==> config.mk <==
export PLATFORM = sky130hd
export DESIGN_NAME = i2s_tx_serializer
export DESIGN_NICKNAME = d
export VERILOG_FILES = /design/src/rtl/i2s_tx_serializer.sv
export SDC_FILE = /design/constraint.sdc
export NUM_CORES = 1
export LEC_CHECK = 0
export ABC_AREA = 0
export CORE_MARGIN = 5
export CORE_UTILIZATION = 52
export CTS_CLUSTER_DIAMETER = 150
export DETAILED_ROUTE_END_ITERATION = 12
export PLACE_DENSITY = 0.7
export RECOVER_POWER = 50
export SYNTH_ARGS = -nofsm -noshare
export SYNTH_HDL_FRONTEND = slang
export SYNTH_SLANG_ARGS = --single-unit
==> constraint.sdc <==
create_clock -name clk -period 2.4 [get_ports clk]
set_clock_uncertainty 0.15 [all_clocks]
set_input_delay 0.48 -clock clk [delete_from_list [all_inputs] [get_ports clk]]
set_output_delay 0.48 -clock clk [all_outputs]
set_load 0.005 [all_outputs]
==> src/rtl/i2s_tx_serializer.sv <==
module i2s_tx_serializer (
  input  logic        clk,
  input  logic        rst_n,
  input  logic        chan_rst,
  input  logic        stop,
  input  logic [1:0]  width_code,
  input  logic        mono,
  input  logic        bit_stb,
  input  logic        ws,
  input  logic [31:0] fifo_data,
  input  logic        fifo_valid,
  output logic        fifo_ready,
  output logic        sd_out
);

  logic [31:0] sh, pend_l, pend_r, right_q, wbuf, left_part;
  logic        wbuf_ok, got_left, want, ws_q;
  logic [1:0]  pos;

  logic [31:0] smp_l, smp_r;
  logic        last, extract, commit;
  logic [1:0]  step;

  wire ws_fall = bit_stb & ws_q & ~ws;
  wire ws_rise = bit_stb & ~ws_q & ws;
  wire is8     = (width_code == 2'd0);
  wire is16    = (width_code == 2'd1);
  wire is32    = width_code[1];
  wire pair32  = is32 & ~mono;

  wire [1:0]  pos_nx = pos + 2'd1;
  wire [7:0]  byte_a = wbuf[{pos, 3'b000} +: 8];
  wire [7:0]  byte_b = wbuf[{pos_nx, 3'b000} +: 8];
  wire [15:0] half_a = wbuf[{pos[0], 4'b0000} +: 16];

  always_comb begin
    smp_l = wbuf;
    smp_r = wbuf;
    last  = 1'b1;
    step  = mono ? 2'd1 : 2'd2;
    if (is8) begin
      smp_l = {byte_a, 24'h0};
      smp_r = mono ? {byte_a, 24'h0} : {byte_b, 24'h0};
      last  = mono ? (pos == 2'd3) : pos[1];
    end else if (is16) begin
      smp_l = mono ? {half_a, 16'h0} : {wbuf[15:0], 16'h0};
      smp_r = mono ? {half_a, 16'h0} : {wbuf[31:16], 16'h0};
      last  = mono ? pos[0] : 1'b1;
    end else if (pair32) begin
      smp_l = left_part;
    end
  end

  assign extract    = want & ~stop & wbuf_ok;
  assign commit     = extract & ~(pair32 & ~got_left);
  assign fifo_ready = want & ~stop & ~wbuf_ok;
  assign sd_out     = ~stop & sh[31];

  always_ff @(posedge clk or negedge rst_n) begin
    if (!rst_n) begin
      sh <= '0; pend_l <= '0; pend_r <= '0; right_q <= '0;
      wbuf <= '0; left_part <= '0; wbuf_ok <= 1'b0; got_left <= 1'b0;
      want <= 1'b1; ws_q <= 1'b1; pos <= '0;
    end else if (chan_rst) begin
      sh <= '0; pend_l <= '0; pend_r <= '0; right_q <= '0;
      wbuf <= '0; left_part <= '0; wbuf_ok <= 1'b0; got_left <= 1'b0;
      want <= 1'b1; ws_q <= 1'b1; pos <= '0;
    end else begin
      if (bit_stb) begin
        ws_q <= ws;
        if (ws_fall) begin
          sh      <= pend_l;
          right_q <= pend_r;
        end else if (ws_rise) begin
          sh <= right_q;
        end else begin
          sh <= {sh[30:0], 1'b0};
        end
      end
      if (fifo_ready && fifo_valid) begin
        wbuf    <= fifo_data;
        wbuf_ok <= 1'b1;
      end
      if (extract) begin
        if (pair32 && !got_left) begin
          left_part <= wbuf;
          got_left  <= 1'b1;
          wbuf_ok   <= 1'b0;
        end else begin
          pend_l   <= smp_l;
          pend_r   <= smp_r;
          got_left <= 1'b0;
          if (last) begin
            wbuf_ok <= 1'b0;
            pos     <= '0;
          end else begin
            pos <= pos + step;
          end
        end
      end
      want <= commit ? 1'b0 : (ws_fall ? 1'b1 : want);
    end
  end

  AST_LEFT_LOAD: assert property (@(posedge clk) disable iff (!rst_n)
    (bit_stb && ws_q && !ws && !chan_rst) |=> (sh == $past(pend_l)));
  AST_RIGHT_LOAD: assert property (@(posedge clk) disable iff (!rst_n)
    (bit_stb && !ws_q && ws && !chan_rst) |=> (sh == $past(right_q)));
  AST_ZERO_FILL: assert property (@(posedge clk) disable iff (!rst_n)
    (bit_stb && (ws == ws_q) && !chan_rst) |=> (sh[0] == 1'b0));
  AST_POP_FILLS: assert property (@(posedge clk) disable iff (!rst_n)
    (fifo_ready && fifo_valid && !chan_rst) |=> wbuf_ok);
  AST_STOP_FREEZE: assert property (@(posedge clk) disable iff (!rst_n)
    (stop && !chan_rst) |=> ($stable(wbuf_ok) && $stable(pend_l) && $stable(pend_r)));
  AST_CHRST_CLEAR: assert property (@(posedge clk) disable iff (!rst_n)
    chan_rst |=> (sh == 32'h0 && pend_l == 32'h0 && pend_r == 32'h0 && !wbuf_ok && pos == 2'd0));

endmodule

== Word-level counts from Yosys, hierarchy flattened ==
Index checks and enable logic that the tools add are counted.
W data, S select, Z words.

* Flip-flop bits (word level): 198
* Output and inout port bits: 2
* Word-level logic and storage cells: 98

* Bitwise logic cells: 18
* Add/sub/neg operators: 2
* Eq/ne operators: 3
* Shift-type cells: 3
* Mux-type cells: 48
* Reductions and logical operators: 13

{| class="wikitable"
|+ Operator list
! cell !! number
|-
| $mux W32 || 26
|-
| $shiftx A32 B6 Y8 || 2
|-
| $shiftx A32 B6 Y16 || 1
|-
| $mux W1 || 17
|-
| $and A1 B1 Y1 || 11
|-
| $mux W2 || 5
|-
| $reduce_bool A2 Y1 || 5
|-
| $not A1 Y1 || 7
|-
| $reduce_and A2 Y1 || 3
|-
| $reduce_bool A3 Y1 || 1
|-
| $add A2 B1 Y2 const B || 1
|-
| $add A2 B2 Y2 || 1
|-
| $eq A2 B1 Y1 const B || 1
|-
| $eq A2 B2 Y1 const B || 1
|-
| $logic_and A1 B1 Y1 || 2
|-
| $logic_not A2 Y1 || 1
|-
| $ne A2 B2 Y1 const B || 1
|-
| $logic_not A1 Y1 || 1
|}

== Longest topological paths before layout ==
* Depth after elaboration: 9
* Depth in mapped cells: 8
* Mapped depth without buffers: 5

== Worst setup path after synthesis ==
OpenSTA, ideal clock, no wires.

* Path type: reg2reg
* Start point: register pos[0]
* End point: register pend_r[29]
* Cell stages (with the launch flop): 7
* Arrival time: 1.706 ns
* Path slack: 0.408 ns
* Library setup time: 0.136 ns
* Cells stage by stage: dfrtp_1 ha_1 buf_2 buf_2 mux4_2 nor2_1 o32ai_1

* Cells in the longest elaborated chain, start to end: 7
* Elaborated cells on any way between the ends: 11
* Those cells by class: add/sub (1); shift (3); mux (7)

{| class="wikitable"
|+ RTL lines
! what !! RTL line !! source
|-
| start, declared || 18 || <nowiki>logic [1:0] pos;</nowiki>
|-
| start signal, assigned || 97 || <nowiki>pos <= pos + step;</nowiki>
|-
| $add A2 B1 Y2 / $shiftx A32 B6 Y16 (equally long branches) || 31, 34 ||
|-
| $shiftx A32 B6 Y8 / $mux W32 (equally long branches) || 33, 47 ||
|-
| $mux W32 (on tied branches) || 43, 45 ||
|-
| $mux W32 (*) || 41 || <nowiki>if (is8) begin</nowiki>
|-
| $mux W32 (*) || 85 || <nowiki>if (pair32 && !got_left) begin</nowiki>
|-
| $mux W32 (*) || 84 || <nowiki>if (extract) begin</nowiki>
|-
| $mux W32 (*) || 64 || <nowiki>end else if (chan_rst) begin</nowiki>
|-
| end signal, assigned || 91 || <nowiki>pend_r <= smp_r;</nowiki>
|-
| end, declared || 16 || <nowiki>logic [31:0] sh, pend_l, pend_r, right_q, wbuf, left_part;</nowiki>
|}

Every way passes the cells marked *; elsewhere a longest branch is shown, timed or not. The select of a mux whose other input is x is not followed.
A chain may end at the register's enable or synchronous reset.

== Worst setup path in the final report ==
* Start point: register want
* End point: output port fifo_ready

* Cells in the longest elaborated chain, start to end: 2

{| class="wikitable"
|+ RTL lines
! what !! RTL line !! source
|-
| start, declared || 17 || <nowiki>logic wbuf_ok, got_left, want, ws_q;</nowiki>
|-
| start signal, assigned || 101 || <nowiki>want <= commit ? 1'b0 : (ws_fall ? 1'b1 : want);</nowiki>
|-
| $and A1 B1 Y1 (2 in a row) || 56 || <nowiki>assign fifo_ready = want & ~stop & ~wbuf_ok;</nowiki>
|-
| end, declared || 12 || <nowiki>output logic fifo_ready,</nowiki>
|}

No other way between the ends.

==> qor.csv <==
stage,metric,value,unit
status,status,finished clean,
sta,fmax,0.452,GHz
synth,syn_inst,1107,
sta,rsz0062_at_grt,no,
synth,ys_seq_area_frac,0.490,
grt,grt_max_degree,63,
floorplan,die_w,150,um
drt,drtIter0Drc,740,
synth,syn-cell-area,10100,sq um
critical_path,cpLargestDelayFamily,flip-flops,
synth,synth_cell_type_count,59,
clocking,cts_buffers,17,
critical_path,crit_arrival,1.58,ns
clocking,clock_latency,0.44,ns
clocking,cts_max_path_buffers,2,
floorplan,num_rows,51,
sta,drv_slew,0,
placed_design,io_buffers,43,
floorplan,fp.coreArea,19300,sq um
job,maxCapViolCount,0,
worst_hold_path,hp-class,reg -> reg,
critical_path,slowest_stage,dfstp_2,
critical_path,crit_required,1.77,ns
drt,firstDrtPassIters,5,
sta,setup_viol,0,
final_layout,fin_nets,1201,
critical_path,cp-start-kind,flop,
pwr,cellPowerDensity,596,nW/um^2
pwr,leakage,4.92,nW
grt,grt_first_pass_wirelength,46400,um
floorplan,fp.dieH,150,um
synth,synth_area_leader_cell,dfrtp_1,
final_layout,drive_gt1_frac,0.160,
critical_path,path_cells,"nor3b_4, buf_4, dlygate4sd2_1",
final_layout,syn2layout_area_growth,17.1,%
pwr,irDropWorstVdd,0.484,mV
synth,ys_seq_elements,198,
grt,grt_use_total,0.268,
synth,synth.area.top_cells,"dfrtp_1 (48%), nand2_1 (9.5%), a21oi_1 (5.9%)",
final_layout,diodes,0,
synth,syn_nets,1152,
critical_path,r2r_slack,0.24,ns
grt,antenna_found_initial,1,
synth,synth_edf_count,0,
critical_path,cp_max_fo,2,
floorplan,dieArea,22400,sq um
clocking,htreeDepth,4,
drt,routedWlPerCell,20.1,um
drt,wl,28900,um
sta,finalCritPeriodShare,0.923,
drt,vias_per_cell,5.90,
placed_design,gp_congestion,0.952,
final_layout,post-route-util,0.613,
clocking,cts_root_buf,clkbuf_16,
drt,drc,0,
synth,yosys_warnings,0,
sta,relSlewSlack,0.494,
critical_path,critical_path_class,reg -> out,
synth,async_flop_share,1.00,
floorplan,start_util,0.523,
clocking,cts_tree,yes,
drt,postRouteAntennaNets,0,
synth,synth_top_flop_cell,dfrtp_1,
critical_path,setup.worst_path.end_class,primary output,
drt,num_vias,8450,
sta,tns,0,ns
critical_path,max_stage_delay,0.55,ns
critical_path,worst-path-buf-inv,2,
floorplan,io_pins,44,
synth,synth_top_area_frac,0.485,
grt,grt_pass1_vias,7978,
final_layout,fillers,1698,
clocking,clock_sinks,198,
sta,tightest_slew,0.757,ns
placed_design,dp.final_hpwl,20100,um
sta,finalHoldViolCount,0,
sta,fin_crit,2.21,ns
grt,grt-ovfl-total,0,
clocking,cts.clk_slew.worst_paths,0.07,ns
pwr,power,7.07,mW
synth,syn_area_per_cell,9.14,sq um
report_power, final:
group	leakage, nW	total, mW	switching, mW	internal, mW
Combinational	1.92	0.820	0.479	0.341
Sequential	2.74	3.51	0.106	3.41
Clock	0.269	2.74	1.35	1.39
per-stage QoR:
| stage | cell area (sq um) | hold slack [ns] | cells | setup slack [ns] |
|---|---|---|---|---|
| 5_1_grt | 11900 | 0.360 | 1433 | 0.0854 |
| 2_1_floorplan | 10100 | 0.0344 | 1107 | 0.408 |
| 3_5_place_dp | 11300 | 0.324 | 1399 | -0.314 |
| 4_1_cts | 11900 | 0.339 | 1433 | 0.158 |
| 3_3_place_gp | 11300 | 0.313 | 1399 | -0.375 |
| 6_report | 11900 | 0.337 | 1433 | 0.185 |
sequential cells by signal, summed over array words and instances, names as in the netlist, 2 cells and up:
signal	cells
left_part	32
pend_l	32
pend_r	32
pos	2
right_q	32
sh	32
wbuf	32
cells by family (layout without fill, tap and decap cells):
family,after synthesis,in the layout,share of synthesized area
simple gates,377,377,0.157
compound gates,288,288,0.180
flops,198,198,0.490
buf+inv,136,197,0.0556
mux,104,104,0.113
fa+ha+maj,3,3,0.00371
xor+xnor,1,1,0.000866
final timing paths:
| path | end | start | cells after the start |
|---|---|---|---|
| max reg2reg | pend_r[30] | pos[0] | 5 |
| min in group asynchronous | pend_l[31] | rst_n | 2 |
| max in group asynchronous | left_part[7] | rst_n | 3 |
| min | pend_r[21] | pend_r[21] | 2 |
| max | fifo_ready | want | 3 |
| min reg2reg | pend_r[21] | pend_r[21] | 2 |
tightest hold or removal path: stages (launching register included):
cell	delay (ns)
dfrtp_1	0.34
nand2_1	0.05
o21ai_1	0.06
routing by layer:
layer | vias to the layer above | GRT usage | share of wire
met5 | - | 0 | 0.00045
met4 | 2 | 0.0842 | 0.023
met3 | 44 | 0.0442 | 0.066
met2 | 283 | 0.392 | 0.45
met1 | 4156 | 0.410 | 0.46
li1 | 3965 | - | -
cell type report:
| class | count | area (sq um) | area share |
|---|---|---|---|
| repair buffers | 133 | 1260 | 0.106 |
| clock buffers | 19 | 443 | 0.0374 |
| well taps | 265 | 332 | 0.0280 |
| multi-input cells | 773 | 4630 | 0.391 |
| inverters | 33 | 124 | 0.0104 |
| flip-flops and latches | 198 | 4960 | 0.418 |
| clock inverters | 12 | 110 | 0.00929 |
cells in the final DEF (no fill, tap or decap), types with 3 or more instances in the layout:
master	instances
a2111oi_0	3
a211oi_1	9
a21o_1	3
a21oi_1	119
a221oi_1	10
a22o_1	13
a22oi_1	12
a311oi_1	3
a32oi_1	3
and3_1	3
buf_12	14
buf_4	69
clkbuf_1	3
clkbuf_16	17
clkbuf_2	4
clkdlybuf4s50_1	37
dfrtp_1	196
inv_1	33
inv_6	3
inv_8	3
mux2_2	50
mux2i_1	51
mux4_2	3
nand2_1	255
nand2b_1	3
nand3_1	22
nand3b_1	7
nand4b_1	3
nor2_1	55
nor2_2	3
nor2b_1	6
nor3b_1	4
o211ai_1	4
o21ai_0	45
o21ai_1	7
o22ai_1	7
o31ai_1	5
o32ai_1	32
or3_1	3
synth_stat cells (2+ instances only):
library cell	instances
clkbuf_2	2
buf_6	2
nand2b_1	3
and2_1	2
buf_1	3
nand3b_1	7
ha_1	3
o21a_1	2
mux2_2	50
a21oi_1	119
a32oi_1	3
dfrtp_1	196
nor4b_1	2
o21ai_1	7
inv_1	33
nand3_1	22
nor2_1	57
o21ai_0	45
o22ai_1	7
mux4_2	3
nor2b_1	6
a22oi_1	12
o32ai_1	32
a311oi_1	3
nand4b_1	3
a2111oi_0	3
a211oi_1	9
nor2_2	2
o211ai_1	4
or3_1	3
a21o_1	3
a31oi_1	2
clkbuf_1	70
a221oi_1	10
buf_2	25
dfstp_2	2
nand2_1	255
nor3b_1	5
o31ai_1	5
a22o_1	13
mux2i_1	51
and3_1	3
nor3_1	2
what timing repair did:
| item | 4_1_cts | 5_1_grt |
|---|---|---|
| cloned | 0 | 0 |
| endpoints found under the hold margin | 56 | 0 |
| pin swaps | 1 | 0 |
| gates resized for setup | 4 | 1 |
| setup endpoints to repair | 1 | 1 |
| hold buffers | 1 | 0 |
| buffers inserted | 2 | 0 |
Power figures use the tool's default switching activity.
